### src/rtl/oc_arith_pkg.sv
package oc_arith_pkg;
  localparam int unsigned WORD_W = 15;
  localparam int unsigned TALLY_W = 15;

  typedef enum logic {
    OP_ADD = 1'b0,
    OP_SUB = 1'b1
  } oc_op_e;
endpackage

### src/rtl/oc_operand_rail.sv
// Selects the true or the complemented rail of the operand register.
module oc_operand_rail #(
  parameter int unsigned W = 15
) (
  input  logic         sel_cmp,
  input  logic [W-1:0] opnd,
  output logic [W-1:0] rail
);
  for (genvar i = 0; i < W; i++) begin : g_bit
    assign rail[i] = sel_cmp ? ~opnd[i] : opnd[i];
  end
endmodule

### src/rtl/oc_eac_adder.sv
// Ones'-complement adder with end-around carry and positive-overflow flag.
module oc_eac_adder #(
  parameter int unsigned W = 15
) (
  input  logic [W-1:0] a,
  input  logic [W-1:0] b,
  output logic [W-1:0] sum,
  output logic         pos_ovf
);
  localparam int unsigned SIGN = W - 1;

  logic [W:0]   raw;
  logic [W-1:0] eac;

  always_comb begin
    raw = {1'b0, a} + {1'b0, b};
    eac = raw[W-1:0] + {{(W-1){1'b0}}, raw[W]};
  end

  assign sum     = eac;
  assign pos_ovf = ~a[SIGN] & ~b[SIGN] & eac[SIGN];
endmodule

### src/rtl/oc_ovf_tally.sv
// Wrapping counter of positive overflows.
module oc_ovf_tally #(
  parameter int unsigned CW = 15
) (
  input  logic          clk,
  input  logic          rst_n,
  input  logic          bump,
  output logic [CW-1:0] count
);
  always_ff @(posedge clk or negedge rst_n) begin
    if (!rst_n) begin
      count <= '0;
    end else if (bump) begin
      count <= count + CW'(1);
    end
  end
endmodule

### src/rtl/oc_accum_unit.sv
module oc_accum_unit
  import oc_arith_pkg::*;
#(
  parameter int unsigned W  = WORD_W,
  parameter int unsigned CW = TALLY_W
) (
  input  logic          clk,
  input  logic          rst_n,
  input  logic          req_valid,
  output logic          req_ready,
  input  logic          req_sub,
  input  logic [W-1:0]  req_acc,
  input  logic [W-1:0]  req_opnd,
  output logic          res_valid,
  input  logic          res_ready,
  output logic [W-1:0]  res_acc,
  output logic [CW-1:0] ovf_count
);
  oc_op_e       op;
  logic [W-1:0] b_rail;
  logic [W-1:0] sum;
  logic         pos_ovf;
  logic         take;
  logic         valid_q;
  logic [W-1:0] acc_q;

  assign op        = oc_op_e'(req_sub);
  assign req_ready = ~valid_q | res_ready;
  assign take      = req_valid & req_ready;

  oc_operand_rail #(.W(W)) u_rail (
    .sel_cmp (op == OP_SUB),
    .opnd    (req_opnd),
    .rail    (b_rail)
  );

  oc_eac_adder #(.W(W)) u_add (
    .a       (req_acc),
    .b       (b_rail),
    .sum     (sum),
    .pos_ovf (pos_ovf)
  );

  oc_ovf_tally #(.CW(CW)) u_tally (
    .clk   (clk),
    .rst_n (rst_n),
    .bump  (take & pos_ovf),
    .count (ovf_count)
  );

  always_ff @(posedge clk or negedge rst_n) begin
    if (!rst_n) begin
      valid_q <= 1'b0;
      acc_q   <= '0;
    end else if (req_ready) begin
      valid_q <= req_valid;
      if (take) begin
        acc_q <= sum;
      end
    end
  end

  assign res_valid = valid_q;
  assign res_acc   = acc_q;
endmodule

### config.mk
export PLATFORM = sky130hd
export DESIGN_NAME = oc_accum_unit
export DESIGN_NICKNAME = d
export VERILOG_FILES = /design/src/rtl/oc_arith_pkg.sv /design/src/rtl/oc_operand_rail.sv /design/src/rtl/oc_eac_adder.sv /design/src/rtl/oc_ovf_tally.sv /design/src/rtl/oc_accum_unit.sv
export SDC_FILE = /design/constraint.sdc
export NUM_CORES = 1
export LEC_CHECK = 0
export BUFFER_PORTS_ARGS = -buffer_cell sky130_fd_sc_hd__buf_4
export CAP_MARGIN = 25
export CORE_ASPECT_RATIO = 0.7
export CORE_UTILIZATION = 35
export DETAILED_ROUTE_END_ITERATION = 10
export REMOVE_ABC_BUFFERS = 1
export SLEW_MARGIN = 25
export SYNTH_ARGS = -nofsm -noshare
export SYNTH_HDL_FRONTEND = slang
export SYNTH_SLANG_ARGS = --single-unit
### constraint.sdc
create_clock -name clk -period 4.3 [get_ports clk]
set_input_delay 0.215 -clock clk [delete_from_list [all_inputs] [get_ports clk]]
set_output_delay 0.215 -clock clk [all_outputs]
set_load 0.02 [all_outputs]
==> out/metrics.cfg <==
[grt]
grt.total_usage_pct = 16.4
grt_pass1_vias = 2118
grt_max_degree = 36
grt_pass1_wl_mm = 10.2
antenna_found_initial = 0
grt_overflow = 0

[routing]
ant_nets = 0
wl_mm = 6.04
wl_per_cell_um = 13.1
first_pass_iters = 4
num_vias = 2262
remaining_drc_errors = 0
drt-initial-drc-count = 105
viasPerCell = 4.90

[pwr]
clkPwrFrac_pct = 18.8
p_per_area_nw_per_um2 = 359
p_sw_share_pct = 39.7
power.switching_mw = 0.490
leakage_nw = 1.65
intPower_mw = 0.742
finalPower_mw = 1.23
ir_worst_vdd_mv = 0.159
comb_power_share_pct = 49.4
seqPwrFrac_pct = 31.8

[floorplan]
die_h_um = 74.3
initial_utilization_pct = 37.5
pin_count = 67
die-area_sq_um = 7820
coreArea_sq_um = 6980
die_x_um = 105
rows = 25

[sta]
skew_ns = 0.00477
period_share_pct = 92.6
worst_pin_slew_ns = 0.598
max-slew-margin-rel_pct = 59.8
max_freq_ghz = 0.251
post-route-min-period_ns = 3.98
hold_slack_ns = 0.142
setup_viol = 0
hold_viol = 0
report.final.slew_viol_count = 0

[synthesis]
async_flop_share_pct = 100
ys_types = 51
synth_edf_count = 0
syn_avg_cell_area_sq_um = 8.95
yosys_warnings = 0
synth_seq_cells = 31
syn_inst = 292
syn_area_sq_um = 2610
seq_area_frac_synth_pct = 29.7
synth_ff_type = dfrtp_1

[placement]
place_inst = 454
place_hpwl_mm = 4.82
port_buffers = 66
gp_congestion = 0.809

[cts]
clk_pin_slew_worst_paths_ns = 0.07
cts_tree = yes
clockBufferDepth = 2
insertion_delay_ns = 0.28
htreeDepth = 2
numCtsBuffers = 5
clock-sinks = 31
post_cts_buffers = 0
clockRootBuffer = clkbuf_8

[finish]
antenna_cells = 0
final_layout_size_suffix_gt1_share_pct = 31.8
fin_nets = 423
syn_to_final_growth_pct = 31.5
stdcell_count = 462
fillCellCount = 657

[worst_setup_path]
arrival_ns = 4.18
critPathCaptureType = register
critPathKind = input pin to register
cp-start-kind = input pin
cp.required_ns = 4.50
crit_fanout = 14

[run]
max_cap_violations = 0

[worst_hold_path]
hold_class = input pin to register

[run_status]
status = finished clean

final cells by class:
cell class                 instances  area (sq um)  area share, %
tap                               94           118           3.42
timing repair buffer              84           658           19.2
clock buffer                       6          82.6           2.40
multi-input combinational        237          1760           51.3
clock inverter                     1          5.00          0.146
inverter                           9          33.8          0.983
sequential                        31           776           22.6
power by group through the flow:
stage / registers, mW / clock network (mW) / logic [mW]
final: 0.392 / 0.232 / 0.608
after global routing: 0.402 / 0.250 / 0.676
after CTS: 0.395 / 0.238 / 0.605
after detailed placement: 0.400 / 0 / 0.602
after global placement: 0.398 / 0 / 0.595
after floorplan: 0.460 / 0 / 0.302
cell usage in the layout (no fill, tap or decap), drive strengths merged, types with 4 or more instances in the layout:
cell	n
nor2	15
a211oi	10
dfrtp	31
xor2	38
xnor2	11
a2111oi	6
and3	6
nand2b	6
a21o	4
nand3	9
buf	83
nor3	6
a21oi	10
o21ai	22
clkbuf	6
or3	4
ha	19
nand2	39
o211ai	4
inv	9
path summary, 6_finish.rpt:
check / startpoint / cells past startpoint / slack [ns] / endpoint
max reg2reg: u_tally.count[0] / 7 / 2.42 / u_tally.count[14]
max in group asynchronous: rst_n / 2 / 3.60 / u_tally.count[6]
min reg2reg: u_tally.count[14] / 1 / 0.48 / u_tally.count[14]
max: req_sub / 21 / 0.32 / u_tally.count[7]
min: req_valid / 2 / 0.14 / res_valid
min in group asynchronous: rst_n / 2 / 0.40 / res_acc[3]
worst max-delay path, cell delays in order:
cell,delay (ns)
buf_4,0.18
xor2_2,0.20
ha_1,0.29
a211oi_2,0.34
o21ai_2,0.15
a2111oi_2,0.37
nor2_1,0.13
a21o_1,0.19
a21o_1,0.16
a21oi_1,0.14
o21bai_1,0.11
ha_1,0.23
ha_1,0.22
nand2_1,0.13
nor4_4,0.06
nand4b_2,0.13
buf_4,0.12
o21ai_1,0.12
buf_12,0.18
a2111oi_2,0.32
xor2_1,0.18
Yosys cell counts, types with 3 or more instances:
cell | count | area (sq um)
xnor2_1 | 11 | 96.3
o21ai_1 | 5 | 25.0
o21ai_0 | 17 | 85.1
nand2_1 | 39 | 146
a21o_1 | 4 | 30.0
and3_1 | 5 | 31.3
a211oi_2 | 9 | 113
nand4_1 | 3 | 18.8
o211ai_1 | 4 | 30.0
a2111oi_2 | 5 | 75.1
nand3_1 | 9 | 45.0
buf_2 | 4 | 20.0
dfrtp_1 | 31 | 776
nor3_1 | 6 | 30.0
ha_1 | 19 | 238
nor2_1 | 15 | 56.3
a21oi_1 | 10 | 50.1
or3_1 | 3 | 18.8
xor2_1 | 38 | 333
nand2b_1 | 6 | 37.5
inv_1 | 9 | 33.8
clkbuf_1 | 9 | 33.8
flip-flops by register name, summed over array words and instances, names as in the netlist:
signal,flops
res_acc,15
u_tally.count,15
res_valid,1
metal layers:
metal | vias up | GRT usage [%] | part of all wire (%)
li1 | 1178 | - | -
met4 | 0 | 2.97 | 0.23
met1 | 1021 | 24.6 | 52
met5 | - | 0 | 0
met2 | 60 | 24.0 | 41
met3 | 3 | 3.68 | 6.2
what timing repair did:
| item | in CTS | in global routing |
|---|---|---|
| gates resized for setup | 0 | 5 |
| hold buffers | 1 | 0 |
| hold endpoints to repair | 31 | 0 |
| setup endpoints to repair | 0 | 9 |
cells by family (layout without fill, tap and decap cells):
group / count (synthesis) / count (layout) / share of synthesized area (%)
buffers and inverters: 24 / 100 / 3.93
DFF: 31 / 31 / 29.7
adders and majority gates: 20 / 20 / 9.86
xor gates and xnor gates: 49 / 49 / 16.4
muxes: 2 / 2 / 0.862
AOI/OAI and AO/OA: 66 / 66 / 19.8
and+or+nand+nor: 100 / 100 / 19.4
metrics by stage:
step	utilization [%]	cell area [sq um]	TNS (ns)	worst slack, ns
3_5_place_dp	47.5	3310	-0.117	-0.0327
6_report	49.3	3440	0	0.317
5_1_grt	49.3	3440	-0.00941	-0.00941
3_3_place_gp	47.5	3310	0	0.0558
2_1_floorplan	-	2540	0	0.0144
4_1_cts	48.9	3410	0	0.244
Power figures use the tool's default switching activity.
